===== src/rtl/lfc_pkg.sv =====
package lfc_pkg;
  typedef enum logic [2:0] {
    ST_WAIT = 3'd0,
    ST_MOD  = 3'd1,
    ST_RUN  = 3'd2,
    ST_OFF  = 3'd3,
    ST_TRIP = 3'd4
  } lfcState_e;

  typedef struct packed {
    logic gateClr;
  } lfcStrobe_t;
endpackage


===== src/rtl/lfc_ctrl.sv =====
module lfc_ctrl
  import lfc_pkg::*;
(
  input  logic       clk,
  input  logic       rstN,
  input  logic       supplyGood,
  input  logic       tempDone,
  input  logic       supplyLowAlarm,
  input  logic       supplyAlarmEn,
  input  logic       txDisable,
  input  logic       softDisable,
  input  logic       softGateReset,
  input  logic       gateLatched,
  output lfcStrobe_t strb,
  output logic       modEn,
  output logic       biasEn,
  output logic       biasStart
);
  lfcState_e state, stateNext;
  logic tempSeen, txPrev, txOff, ready;

  assign txOff = txDisable | softDisable;
  assign ready = (tempSeen | tempDone) & ~(supplyAlarmEn & supplyLowAlarm);
  assign strb.gateClr = (txPrev & ~txOff) | softGateReset;

  always_comb begin
    stateNext = state;
    if (!supplyGood) begin
      stateNext = ST_WAIT;
    end else begin
      case (state)
        ST_WAIT: if (ready && !txOff && !gateLatched) stateNext = ST_MOD;
        ST_MOD:  if (txOff) stateNext = ST_OFF;
                 else if (gateLatched) stateNext = ST_TRIP;
                 else stateNext = ST_RUN;
        ST_RUN:  if (txOff) stateNext = ST_OFF;
                 else if (gateLatched) stateNext = ST_TRIP;
        ST_OFF:  if (!txOff) stateNext = gateLatched ? ST_TRIP : ST_MOD;
        ST_TRIP: if (txOff) stateNext = ST_OFF;
                 else if (!gateLatched) stateNext = ST_MOD;
        default: stateNext = ST_WAIT;
      endcase
    end
  end

  always_ff @(posedge clk) begin
    if (!rstN) begin
      state    <= ST_WAIT;
      tempSeen <= 1'b0;
      txPrev   <= 1'b0;
    end else begin
      state  <= stateNext;
      txPrev <= txOff;
      if (!supplyGood) tempSeen <= 1'b0;
      else if (tempDone) tempSeen <= 1'b1;
    end
  end

  assign modEn     = ((state == ST_MOD) || (state == ST_RUN)) && !gateLatched;
  assign biasEn    = (state == ST_RUN) && !gateLatched;
  assign biasStart = (state == ST_MOD) && !gateLatched;

  AST_SUPPLY_DROP_OFF: assert property (@(posedge clk) disable iff (!rstN)
    !supplyGood |=> !modEn && !biasEn);
  AST_TXOFF_OFF: assert property (@(posedge clk) disable iff (!rstN)
    txOff |=> !modEn && !biasEn);
  AST_BIAS_AFTER_MOD: assert property (@(posedge clk) disable iff (!rstN)
    $rose(biasEn) |-> $past(biasStart) && $past(modEn));
endmodule


===== src/rtl/lfc_dp.sv =====
module lfc_dp
  import lfc_pkg::*;
#(
  parameter int NSLOW = 8,
  parameter int NFAST = 4
) (
  input  logic             clk,
  input  logic             rstN,
  input  lfcStrobe_t       strb,
  input  logic [NSLOW-1:0] slowAlarms,
  input  logic [NFAST-1:0] fastAlarms,
  input  logic [NSLOW-1:0] faultMaskSlow,
  input  logic [NFAST-1:0] faultMaskFast,
  input  logic             faultGateEn,
  input  logic [NSLOW-1:0] gateMaskSlow,
  input  logic [NFAST-1:0] gateMaskFast,
  input  logic             gateDir,
  output logic             gateLatched,
  output logic             faultPin,
  output logic             gatePin,
  output logic [1:0]       status
);
  logic gateTrip, faultTrip, gateNext, faultQ, gateQ;

  assign gateTrip  = |(slowAlarms & gateMaskSlow) | |(fastAlarms & gateMaskFast);
  assign faultTrip = |(slowAlarms & faultMaskSlow) | |(fastAlarms & faultMaskFast);
  // a fresh trip wins over a clear request in the same cycle
  assign gateNext  = gateTrip | (gateQ & ~strb.gateClr);

  always_ff @(posedge clk) begin
    if (!rstN) begin
      gateQ  <= 1'b0;
      faultQ <= 1'b0;
    end else begin
      gateQ  <= gateNext;
      faultQ <= faultTrip | (faultGateEn & gateNext);
    end
  end

  assign gateLatched = gateQ;
  assign faultPin    = faultQ;
  assign gatePin     = gateQ ^ gateDir;
  assign status      = {gateQ, faultQ};

  AST_GATE_SETS: assert property (@(posedge clk) disable iff (!rstN)
    gateTrip |=> gateLatched);
  AST_GATE_HOLDS: assert property (@(posedge clk) disable iff (!rstN)
    (gateLatched && !strb.gateClr) |=> gateLatched);
  AST_GATE_CLEARS: assert property (@(posedge clk) disable iff (!rstN)
    (strb.gateClr && !gateTrip) |=> !gateLatched);
  AST_FAULT_FOLLOWS: assert property (@(posedge clk) disable iff (!rstN)
    faultTrip |=> faultPin);
endmodule


===== src/rtl/laser_fault_ctrl.sv =====
module laser_fault_ctrl
  import lfc_pkg::*;
#(
  parameter int NSLOW = 8,
  parameter int NFAST = 4
) (
  input  logic             clk,
  input  logic             rstN,
  input  logic             supplyGood,
  input  logic             tempDone,
  input  logic             supplyLowAlarm,
  input  logic             supplyAlarmEn,
  input  logic             txDisable,
  input  logic             softDisable,
  input  logic             softGateReset,
  input  logic [NSLOW-1:0] slowAlarms,
  input  logic [NFAST-1:0] fastAlarms,
  input  logic [NSLOW-1:0] faultMaskSlow,
  input  logic [NFAST-1:0] faultMaskFast,
  input  logic             faultGateEn,
  input  logic [NSLOW-1:0] gateMaskSlow,
  input  logic [NFAST-1:0] gateMaskFast,
  input  logic             gateDir,
  output logic             modEn,
  output logic             biasEn,
  output logic             biasStart,
  output logic             faultPin,
  output logic             gatePin,
  output logic [1:0]       status
);
  lfcStrobe_t strb;
  logic gateLatched;

  lfc_ctrl uCtrl (
    .clk(clk), .rstN(rstN), .supplyGood(supplyGood), .tempDone(tempDone),
    .supplyLowAlarm(supplyLowAlarm), .supplyAlarmEn(supplyAlarmEn),
    .txDisable(txDisable), .softDisable(softDisable), .softGateReset(softGateReset),
    .gateLatched(gateLatched), .strb(strb), .modEn(modEn), .biasEn(biasEn),
    .biasStart(biasStart)
  );

  lfc_dp #(.NSLOW(NSLOW), .NFAST(NFAST)) uDp (
    .clk(clk), .rstN(rstN), .strb(strb), .slowAlarms(slowAlarms),
    .fastAlarms(fastAlarms), .faultMaskSlow(faultMaskSlow),
    .faultMaskFast(faultMaskFast), .faultGateEn(faultGateEn),
    .gateMaskSlow(gateMaskSlow), .gateMaskFast(gateMaskFast), .gateDir(gateDir),
    .gateLatched(gateLatched), .faultPin(faultPin), .gatePin(gatePin),
    .status(status)
  );

  AST_TRIP_BLOCKS_OUTPUTS: assert property (@(posedge clk) disable iff (!rstN)
    status[1] |-> !modEn && !biasEn && !biasStart);
endmodule


===== config.mk =====
export PLATFORM = sky130hd
export DESIGN_NAME = laser_fault_ctrl
export DESIGN_NICKNAME = d
export VERILOG_FILES = /design/src/rtl/lfc_pkg.sv /design/src/rtl/lfc_ctrl.sv /design/src/rtl/lfc_dp.sv /design/src/rtl/laser_fault_ctrl.sv
export SDC_FILE = /design/constraint.sdc
export NUM_CORES = 1
export LEC_CHECK = 0
export BUFFER_PORTS_ARGS = -buffer_cell sky130_fd_sc_hd__buf_2
export CAP_MARGIN = 20
export CORE_UTILIZATION = 32
export CTS_CLUSTER_DIAMETER = 80
export CTS_CLUSTER_SIZE = 16
export DETAILED_ROUTE_END_ITERATION = 10
export MAX_ROUTING_LAYER = met4
export PLACE_DENSITY = 0.74
export SLEW_MARGIN = 40
export SYNTH_ARGS = -nofsm -noshare
export SYNTH_HDL_FRONTEND = slang
export SYNTH_SLANG_ARGS = --single-unit

===== constraint.sdc =====
create_clock -name clk -period 1.3 [get_ports clk]
set_clock_uncertainty 0.1 [all_clocks]
set_input_delay 0.065 -clock clk [delete_from_list [all_inputs] [get_ports clk]]
set_output_delay 0.065 -clock clk [all_outputs]
set_load 0.1 [all_outputs]

# After elaboration in Yosys (flattened, before gate mapping)
# Index checks and enable logic that the tools add are counted.
# word_totals
out_inout_bits	7
elab_cells	58
reg_bits	7
# classes
muxes	10
reduce_logical	15
n_bitwise	20
n_eq_ne	8
# ops
operator	count
$mux 3	9
$and 8x8->8	2
$reduce_or 8->1	2
$pmux 3 s5	1
$and 4x4->4	2
$reduce_or 4->1	2
$or 1x1->1	7
$eq 3x2->1 const B	2
$and 1x1->1	5
$logic_and 1x1->1	5
$reduce_and 4->1	1
$eq 3x1->1 const B	1
$eq 3x3->1 const B	1
$logic_not 3->1	1
$ne 3x1->1 const B	1
$ne 3x3->1 const B	1
$not 1->1	3
$logic_not 1->1	2
$ne 2x1->1 const B	1
$ne 2x2->1 const B	1
$reduce_and 2->1	1
$logic_or 1x1->1	1
$xor 1x1->1	1

# Longest topological paths before layout
# Gate-level depths: netlist of the first run.
# logic_depth
word_depth	9
mapped_depth	4
ltp_nobuf	4

# By module
# From an unflattened synthesis of the first run, not the netlist that was laid out.
# unflattened
cells_unflattened	55
area_unflattened_um2	494.2
# modules_own_cells
module	n_inst	area_per_inst_um2	cells_each
lfc_ctrl	1	282.8	31
lfc_dp	1	211.5	24

# Worst setup path before layout of the first run
# OpenSTA, ideal clock, no wires.
# synth_path
path_type	register -> output
start	reg uCtrl.state[2]
end	out modEn
arrival_ns	4.461
path_buffers	0
stages_incl_launch_ff	3
setup_slack_ns	-3.326
path_cell_list	dfxtp_1 > nor4b_1 > or2_1
# synth_between
elab_chain_cells	3
word_cells_on_any_way	4
classes_between	eq/ne: 2; reduce/logical: 2
# synth_lines
element	line	source
start, declared	lfc_ctrl.sv:19	lfcState_e state, stateNext;
start signal, assigned	lfc_ctrl.sv:52	state <= stateNext;
$eq 3x1->1 or $eq 3x2->1 (tied branches)	lfc_ctrl.sv:59	assign modEn = ((state == ST_MOD) || (state == ST_RUN)) && !gateLatched;
$logic_or 1x1->1 (*)	lfc_ctrl.sv:59	
$logic_and 1x1->1 (*)	lfc_ctrl.sv:59	
end, declared	laser_fault_ctrl.sv:24	output logic modEn,
# Every way passes the cells marked *; elsewhere a longest branch is shown, timed or not.

# Worst setup path after layout of the first run
# layout_path
start	reg uDp.gateQ, in the netlist uDp.gateLatched
end	out modEn
# layout_between
elab_chain_cells	2
# layout_lines
element	line	source
start, declared	lfc_dp.sv:23	logic gateTrip, faultTrip, gateNext, faultQ, gateQ;
start signal, assigned	lfc_dp.sv:35	gateQ <= gateNext;
$logic_not 1->1	lfc_ctrl.sv:59	
$logic_and 1x1->1	lfc_ctrl.sv:59	
# Every way passes these cells.

==> results of run 1 <==
synth_stat cells:
master,n,share of area
o21ai_0,1,0.010
a22o_1,3,0.054
a221oi_2,3,0.093
nand3_1,2,0.021
nand3b_1,1,0.015
a2111oi_2,1,0.031
nor2b_1,3,0.039
nand2_1,4,0.031
xor2_1,2,0.036
buf_4,2,0.031
nand2b_1,1,0.013
nor4b_1,2,0.036
a21o_2,1,0.018
dfxtp_1,7,0.29
nor2_1,3,0.023
nand4_1,1,0.013
o2bb2ai_1,1,0.018
a22oi_1,6,0.093
a21oi_2,1,0.018
o211ai_1,1,0.015
or2_1,1,0.013
nor3_1,2,0.021
nand4bb_1,1,0.023
o31ai_1,1,0.015
a21oi_1,2,0.021
nor2_2,1,0.013
per-stage QoR:
step                cell area (sq um)  power [mW]  setup TNS [ns]  cells
detailed placement                903       0.513               0    122
finish                            982       0.720          -0.270    131
floorplan                         544       0.391           -1.52     54
global placement                  903       0.509               0    122
CTS                               982       0.726          -0.289    131
global route                      982       0.760          -0.427    131
state kept, by name, indices dropped and copies added, names as in the netlist:
register / cells
uCtrl.state: 3
uCtrl.tempSeen: 1
uCtrl.txPrev: 1
uDp.faultPin: 1
uDp.gateLatched: 1
worst paths after layout:
check / end / slack (ns) / cells after the start
setup / recovery: modEn / -0.10 / 3
hold reg to reg: uCtrl.tempSeen / 0.36 / 2
setup reg to reg: uCtrl.state[0] / 0.06 / 5
hold / removal: uCtrl.state[0] / 0.01 / 3
cell type report:
cell class | instances | area [sq um]
clock buffer | 4 | 26.3
multi-input combinational | 45 | 383
fill | 104 | 368
tap | 15 | 18.8
timing repair buffer | 60 | 400
sequential | 7 | 154
report_power, final:
part | total [mW] | leakage (nW) | switching [mW] | internal, mW
Clock | 0.208 | 0.0150 | 0.0899 | 0.118
Sequential | 0.232 | 0.0601 | 0.0118 | 0.220
Combinational | 0.280 | 0.368 | 0.156 | 0.124
worst max-delay path, delay by kind of cell (launching register included):
family | cells | cell delay, ns
buffers and inverters | 1 | 0.16
AND/OR/NAND/NOR | 2 | 0.41
flip-flops | 1 | 0.40
routing by layer:
metal  global-route usage  vias up
met5                    -        -
met2                0.422       18
met1                0.248      342
li1                     -      341
met3                0.103        5
met4                0.100        0
cells by family (layout without fill, tap and decap cells):
family          after synthesis  count (layout)  synth area share
buf+inv                       2              64            0.0308
flops                         7               7             0.288
xor+xnor                      2               2            0.0360
simple gates                 22              22             0.260
compound gates               21              21             0.386
repair_timing:
action | 4_1_cts | 5_1_grt
pin swaps | 2 | 0
endpoints found under the setup margin | 4 | 3
hold endpoints to repair | 4 | 0
cloned | 0 | 0
resized for setup | 3 | 0
buffers inserted | 2 | 0
hold buffers | 3 | 0
==> results by group, run 1 <==
Routing
  • DR pass1 iterations: 4
  • Met2 wire length: 923 um
  • Routed len/inst: 12.5 um
  • 1st-iter DRT viols: 14
  • Via count: 706
  • Post-route DRC: 0
  • Top routing layer in use: met4
  • Detail Route met3 WL: 78 um
  • Vias/cell: 5.39
  • Routed Antenna Nets: 0
  • Met1 WL: 601 um
  • Drt total wl: roughly 1600 um

Timing
  • RSZ-0062 raised after global routing: true
  • Crit path time final: 1.40 ns
  • Final WS setup: -0.100 ns
  • Slew @ Worst Pin: approximately 0.48 ns
  • Slew margin rel.: 0.681
  • FMAX: approximately 710 MHz
  • Final Hold Fails: 0
  • Tcrit/Tclk final: 1.08
  • Setup Viol. Count Final: 3
  • WHS: about 0.011 ns
  • Final Max Slew Viols: 0

Power and ir drop
  • Power density over cell area: ~730 nW/um^2
  • Pleak: ~0.44 nW
  • Peak VDD IR: 0.459 mV

Placement
  • Port Buf Inserts: 53
  • DP HPWL: 1410 um
  • Pre-CTS setup slack: 0.0743 ns
  • RD Place Congestion: 0.768

Floorplanning
  • IO Pins: 54
  • Row count: 13
  • Die ar.: 1680 sq um
  • Core Area: 1350 sq um
  • DIE HEIGHT: 41 um
  • Initial Utilization: 0.361
  • Die span in x: 41 um

Critical path
  • Critical Path AT: 1.24 ns
  • Crit end category: output port
  • Crit-path slowest cell: dfxtp_4
  • CP Max Fanout: 7
  • Setup crit start kind: register
  • Required @ worst endpoint: 1.13 ns
  • Critical Path Start: uDp.gateLatched
  • Reg-to-Reg Start: uCtrl.state[0]
  • Crit Path Class: register to output port
  • Cells along the critical path: nor4b_4 > or2_4 > buf_12
  • Crit path largest cell delay: approximately 0.4 ns

Clock network
  • Sink Count: 7
  • H-tree depth: 1
  • Max Buffers Root-to-Sink: 2
  • Root Buffer: clkbuf_4
  • Worst-Skew Late Latency: ~0.26 ns
  • Clk pin slew, worst setup/hold paths: approximately 0.05 ns
  • CTS tree: done
  • TritonCTS buffer count: 3

Global routing
  • Gr usage total: 0.248
  • GRT overflow: 0
  • Largest net degree at the start of global routing: 8
  • Antenna violations before repair: 0
  • First-pass GRT wire length: 2540 um
  • Vias in the first global route: 626

Cells and area
  • Most common cell after layout, fill and taps aside: buf_2
  • Most frequent cells in the layout: buf_2 (48), a22oi_1 (6), buf_12 (5), nand2_1 (4), buf_4 (4)
  • Layout area overhead: 102%
  • Post-route core utilization: 0.728
  • Diode count: 0
  • Layout cells sized above 1: 0.655
  • Final nets: approximately 160

Job
  • Maxcap violations: 0

Synthesis
  • Synth Net Count: between 100 and 150
  • Post-Syn Instances: 54
  • Count of state elements after synthesis: 7
  • Sequential share of the synthesized area: 0.288
  • Mean Syn Cell Area: 9.01 sq um
  • Yosys warning count: 0
  • Library cells used by synthesis: 26
  • Post-Syn Area: 487 sq um

Min path
  • Hold Crit Start: supplyGood
  • Hold WC Path Type: input port to register

Outcome
  • Status: finished with violations
  • Failing checks: negative setup slack
Power figures use the tool's default switching activity.
==> run 2: changes to the inputs <==
--- a/config.mk
+++ b/config.mk
@@ -13,6 +13,7 @@
 export DETAILED_ROUTE_END_ITERATION = 10
 export MAX_ROUTING_LAYER = met4
 export PLACE_DENSITY = 0.74
+export RECOVER_POWER = 25
 export SLEW_MARGIN = 40
 export SYNTH_ARGS = -nofsm -noshare
 export SYNTH_HDL_FRONTEND = slang
==> run 2 against run 1 <==
Against the previous run: the flow still finishes with violations (negative setup slack); count of clock-buffer cells in the layout did not move; design area is 0.13% lower; clock power about the same; first-iteration DRC count unchanged; non-clock buffer count is the same; setup slack unchanged; flip-flop and latch count unchanged; die area unchanged; utilization is 0.093 points lower.
==> results by group, run 2 (synthesized netlist as in run 1, its figures left out) <==
Cells and area
  • Final nets: 164 (unchanged)
  • Layout area overhead: 102% (about the same)
  • Post-route core utilization: 0.727 (was 0.728)
  • Design area: 981 sq um (was 982 sq um)
  • Biggest register: uCtrl.state (unchanged)
  • Most frequent cells in the layout: buf_2 (47), a22oi_1 (6), buf_12 (5), nand2_1 (4), buf_4 (4) (was buf_2 (48), a22oi_1 (6), buf_12 (5), nand2_1 (4), buf_4 (4))
  • Diode count: 0 (unchanged)
  • Most common cell after layout, fill and taps aside: buf_2 (unchanged)
  • Non-filler instance count after layout: 131 (unchanged)
  • Layout cells sized above 1: 0.647 (was 0.655)
  • Largest register FFs: 3 (unchanged)

Global routing
  • GRT overflow: 0 (unchanged)
  • Largest net degree at the start of global routing: 8 (unchanged)
  • Vias in the first global route: 626 (unchanged)
  • Antenna violations before repair: 0 (unchanged)
  • First-pass GRT wire length: 2540 um (unchanged)
  • Gr usage total: 0.248 (unchanged)

Clock network
  • Max Buffers Root-to-Sink: 2 (unchanged)
  • CTS tree: done (unchanged)
  • H-tree depth: 1 (unchanged)
  • Root Buffer: clkbuf_4 (unchanged)
  • TritonCTS buffer count: 3 (unchanged)
  • Clk pin slew, worst setup/hold paths: 0.05 ns (about the same)
  • Worst-Skew Late Latency: 0.26 ns (about the same)
  • Sink Count: 7 (unchanged)

Routing
  • Routed len/inst: 12.5 um (unchanged)
  • Drt total wl: 1630 um (unchanged)
  • 1st-iter DRT viols: 14 (unchanged)
  • Vias/cell: 5.39 (unchanged)
  • Via count: 706 (unchanged)
  • Post-route DRC: 0 (unchanged)
  • DR pass1 iterations: 4 (unchanged)
  • Routed Antenna Nets: 0 (unchanged)

Power and ir drop
  • Pleak: 0.441 nW (was 0.443 nW)
  • Power density over cell area: 733 nW/um^2 (about the same)
  • Pwr Total: 0.719 mW (was 0.720 mW)
  • Peak VDD IR: 0.459 mV (about the same)

Floorplanning
  • Die ar.: 1680 sq um (unchanged)
  • DIE HEIGHT: 41 um (unchanged)
  • Initial Utilization: 0.361 (unchanged)
  • IO Pins: 54 (unchanged)
  • Row count: 13 (unchanged)
  • Core Area: 1350 sq um (unchanged)
  • Die span in x: 41 um (unchanged)

Timing
  • Crit path time final: 1.40 ns (unchanged)
  • FMAX: 714 MHz (about the same)
  • Setup Viol. Count Final: 3 (unchanged)
  • Setup_tns: -0.271 ns (was -0.270 ns)
  • Slew margin rel.: 0.681 (unchanged)
  • Final Max Slew Viols: 0 (unchanged)
  • Tcrit/Tclk final: 1.08 (unchanged)
  • Slew @ Worst Pin: 0.482 ns (unchanged)
  • Final Hold Fails: 0 (unchanged)
  • Final WS setup: -0.100 ns (unchanged)
  • RSZ-0062 raised after global routing: true (unchanged)

Min path
  • Hold WC Path Type: input port to register (unchanged)

Placement
  • DP HPWL: 1410 um (unchanged)
  • RD Place Congestion: 0.768 (unchanged)
  • Placed Area: 903 sq um (unchanged)
  • Port Buf Inserts: 53 (unchanged)
  • Post-placement cell count: 122 (unchanged)

Critical path
  • Reg2reg setup slack: 0.06 ns (about the same)
  • Critical Path AT: 1.24 ns (about the same)
  • Crit Path Class: register to output port (unchanged)
  • Reg-to-Reg Start: uCtrl.state[0] (unchanged)
  • Required @ worst endpoint: 1.13 ns (about the same)
  • CP Max Fanout: 7 (unchanged)
  • Crit end category: output port (unchanged)
  • Setup crit start kind: register (unchanged)
  • FF-to-FF End: uCtrl.state[0] (unchanged)
  • Crit path capture: modEn (unchanged)
  • Critical Path Start: uDp.gateLatched (unchanged)
  • FF-to-FF path depth: 5 (unchanged)

Outcome
  • Status: finished with violations (unchanged)
  • Failing checks: negative setup slack (unchanged)

Job
  • Maxcap violations: 0 (unchanged)
==> run 2: changes by cell type in the layout (fill, tap and decap cells not counted) <==
cell	delta
buf_2	-1
clkbuf_1	+1
==> run 2: worst min path at each step <==
stage               startpoint        endpoint  cells past startpoint
global route        supplyGood  uCtrl.state[0]                      3
detailed placement    tempDone  uCtrl.tempSeen                      3
finish              supplyGood  uCtrl.state[0]                      3
global placement      tempDone  uCtrl.tempSeen                      3
CTS                 supplyGood  uCtrl.state[0]                      3
floorplan                 rstN    uDp.faultPin                      1
==> run 2: power breakdown <==
| part | leakage [nW] | switching [mW] | internal [mW] |
|---|---|---|---|
| Sequential | 0.0601 | 0.0118 | 0.220 |
| Combinational | 0.366 | 0.156 | 0.123 |
| Clock | 0.0150 | 0.0900 | 0.118 |
==> run 2: what timing repair did <==
item	CTS	global route
buffers inserted	2	0
hold buffers	3	0
setup endpoints to repair	4	3
endpoints found under the hold margin	4	0
pin swaps	2	0
gates resized for setup	3	0
==> run 2: through the flow <==
step | hold WS [ns] | worst slack [ns]
after global placement | 0.198 | 0.124
after CTS | 0.00590 | -0.102
final | 0.0105 | -0.100
after detailed placement | 0.210 | 0.0743
after global routing | 0.0113 | -0.153
after floorplan | 0.0818 | -0.834
==> run 2: cell type report <==
cell class              instances  area (sq um)
clock buffers                   4          26.3
repair buffers                 60           399
multi-input cells              45           383
fillers                       105           369
flip-flops and latches          7           154
well taps                      15          18.8
==> run 2: worst max-delay path, cell delays in order, from the launching register on <==
cell     delay [ns]
dfxtp_4        0.40
nor4b_4        0.24
or2_4          0.17
buf_12         0.16
==> run 2: routing by layer <==
metal	track usage	part of all wire	vias to the layer above
met4	0.100	0.017	0
met5	-	0	-
met1	0.248	0.37	342
li1	-	-	341
met3	0.103	0.046	5
met2	0.422	0.57	18
==> run 3: changes to the inputs <==
==> constraint.sdc (replaced) <==
create_clock -name clk -period 1.5 [get_ports clk]
set_clock_uncertainty 0.1 [all_clocks]
set_input_delay 0.075 -clock clk [delete_from_list [all_inputs] [get_ports clk]]
set_output_delay 0.075 -clock clk [all_outputs]
set_load 0.1 [all_outputs]
==> run 3 against run 2 <==
Against the previous run: the flow now finishes without violations; worst hold slack improved by 0.011 ns; sequential power is 13% lower; sequential share of layout area rose by 0.11 points; setup slack better by 0.16 ns; first-iteration DRC count down 21%; flip-flop and latch count did not move; die area unchanged; design area decreased by 4.0%; critical path depth did not move; count of clock-buffer cells in the layout did not move; largest power group unchanged.
==> results by group, run 3 (synthesized netlist as in run 1, its figures left out) <==
Min path
  • Hold Crit Start: supplyGood (unchanged)
  • Hold Crit Depth: 3 (unchanged)
  • Hold WC Path Type: input port to register (unchanged)

Cells and area
  • Layout area overhead: 93.6% (was 102%)
  • Most frequent cells in the layout: buf_2 (47), a22oi_1 (6), buf_12 (5), nand2_1 (4), dfxtp_2 (4) (was buf_2 (47), a22oi_1 (6), buf_12 (5), nand2_1 (4), buf_4 (4))
  • Diode count: 0 (unchanged)
  • Most common cell after layout, fill and taps aside: buf_2 (unchanged)
  • Biggest register: uCtrl.state (unchanged)
  • Filler cells: 126 (was 105)
  • Final nets: 162 (was 164)
  • Layout cells sized above 1: 0.632 (was 0.647)
  • Largest register FFs: 3 (unchanged)

Placement
  • RD Place Congestion: 0.754 (was 0.768)
  • Port Buf Inserts: 53 (unchanged)
  • Pre-CTS setup slack: 0.156 ns (was 0.0743 ns)
  • DP HPWL: 1440 um (was 1410 um)

Routing
  • Routed Antenna Nets: 0 (unchanged)
  • 1st-iter DRT viols: 11 (was 14)
  • Drt total wl: 1740 um (was 1630 um)
  • Via count: 654 (was 706)
  • Routed len/inst: 13.5 um (was 12.5 um)
  • Post-route DRC: 0 (unchanged)
  • Vias/cell: 5.07 (was 5.39)
  • DR pass1 iterations: 4 (unchanged)

Timing
  • Slew margin rel.: 0.680 (was 0.681)
  • Final Hold Fails: 0 (unchanged)
  • Setup Viol. Count Final: 0 (was 3)
  • RSZ-0062 raised after global routing: false (was true)
  • Setup_tns: 0 ns (was -0.271 ns)
  • Tcrit/Tclk final: 0.962
  • Slew @ Worst Pin: 0.483 ns (was 0.482 ns)
  • Crit path time final: 1.44 ns
  • Final WS setup: 0.0565 ns (was -0.100 ns)
  • FMAX: 693 MHz
  • Final Max Slew Viols: 0 (unchanged)

Global routing
  • Antenna violations before repair: 0 (unchanged)
  • Largest net degree at the start of global routing: 8 (unchanged)
  • GRT overflow: 0 (unchanged)
  • Vias in the first global route: 649 (was 626)
  • Gr usage total: 0.263 (was 0.248)
  • First-pass GRT wire length: 2690 um (was 2540 um)

Clock network
  • CTS tree: done (unchanged)
  • Clk pin slew, worst setup/hold paths: 0.06 ns (was 0.05 ns)
  • TritonCTS buffer count: 3 (unchanged)
  • Max Buffers Root-to-Sink: 2 (unchanged)
  • Root Buffer: clkbuf_4 (unchanged)
  • Worst-Skew Late Latency: 0.26 ns (about the same)
  • H-tree depth: 1 (unchanged)
  • Sink Count: 7 (unchanged)

Power and ir drop
  • Power density over cell area: 659 nW/um^2 (was 733 nW/um^2)
  • Pleak: 0.426 nW (was 0.441 nW)
  • Peak VDD IR: 0.403 mV (was 0.459 mV)

Critical path
  • Crit end category: output port (unchanged)
  • Reg-to-Reg Start: uDp.gateLatched (was uCtrl.state[0])
  • Setup crit start kind: register (unchanged)
  • FF-to-FF path depth: 4 (was 5)
  • Crit Path Class: register to output port (unchanged)
  • Critical Path AT: 1.27 ns (was 1.24 ns)
  • CP Max Fanout: 7 (unchanged)
  • Crit path largest cell delay: 0.38 ns (was 0.40 ns)
  • Critical Path Start: uCtrl.state[2] (was uDp.gateLatched)
  • Cells along the critical path: nor4b_4 > or2_4 > buf_12 (unchanged)
  • Family with the most delay on the worst path: simple AND/OR/NAND/NOR gates (unchanged)
  • Required @ worst endpoint: 1.32 ns (was 1.13 ns)
  • Crit path buffers/inverters: 1 (unchanged)
  • Critical Path Stages: 3 (unchanged)
  • Crit-path slowest cell: dfxtp_2 (was dfxtp_4)

Floorplanning
  • Die span in x: 41 um (unchanged)
  • Die ar.: 1680 sq um (unchanged)
  • IO Pins: 54 (unchanged)
  • Initial Utilization: 0.361 (unchanged)
  • Core Area: 1350 sq um (unchanged)
  • DIE HEIGHT: 41 um (unchanged)
  • Row count: 13 (unchanged)

Outcome
  • Status: completed (was finished with violations)

Job
  • Maxcap violations: 0 (unchanged)
[run 3: cell count changes in the layout (fill, tap and decap cells not counted)]
cell,change
buf_4,-2
xor2_1,+1
xor2_4,-1
dfxtp_4,-2
dfxtp_2,+2
[run 3: through the flow]
stage               cell area (sq um)  cells  utilization  hold WS (ns)  total power [mW]
CTS                               941    129        0.697        0.0160             0.627
floorplan                         524     54            -        0.0918             0.334
finish                            942    129        0.698        0.0214             0.621
global route                      942    129        0.698        0.0383             0.659
detailed placement                868    120        0.643         0.213             0.439
global placement                  868    120        0.643         0.208             0.434
[run 3: final cells by class]
cell class | instances | area [sq um] | share of cell area
Timing Repair Buffer | 58 | 384 | 0.408
Multi-Input combinational cell | 45 | 364 | 0.386
Sequential cell | 7 | 149 | 0.158
Clock buffer | 4 | 26.3 | 0.0279
Tap cell | 15 | 18.8 | 0.0199
[run 3: power by group]
group	switching [mW]	internal (mW)	total (mW)
Clock	0.0780	0.102	0.180
Combinational	0.134	0.103	0.238
Sequential	0.00920	0.194	0.203
[run 3: metal layers]
metal / GRT usage / share of wire / vias to the layer above
met1: 0.274 / 0.40 / 301
met3: 0.0870 / 0.033 / 5
met4: 0.133 / 0.014 / 0
met5: - / 0 / -
met2: 0.438 / 0.55 / 14
li1: - / - / 334
[run 3: final timing paths]
check                                 endpoint  slack [ns]
worst min-delay path            uCtrl.state[0]        0.02
worst max register to register    uDp.faultPin        0.36
worst max-delay path                     modEn        0.06
worst min register to register  uCtrl.tempSeen        0.37
[run 3: timing repair]
item                                   in CTS  in global routing
setup endpoints to repair                   2                  2
pin swaps                                   2                  2
buffers inserted                            2                  0
endpoints found under the hold margin       3                  0
resized for setup                           1                  1
hold buffers                                3                  0
[run 3: worst reg2reg max path, stage by stage, from the launching register on]
cell and delay [ns]:
dfxtp_4 0.39, nand2b_1 0.09, a21oi_1 0.04, nor3_1 0.30, o2bb2ai_1 0.11
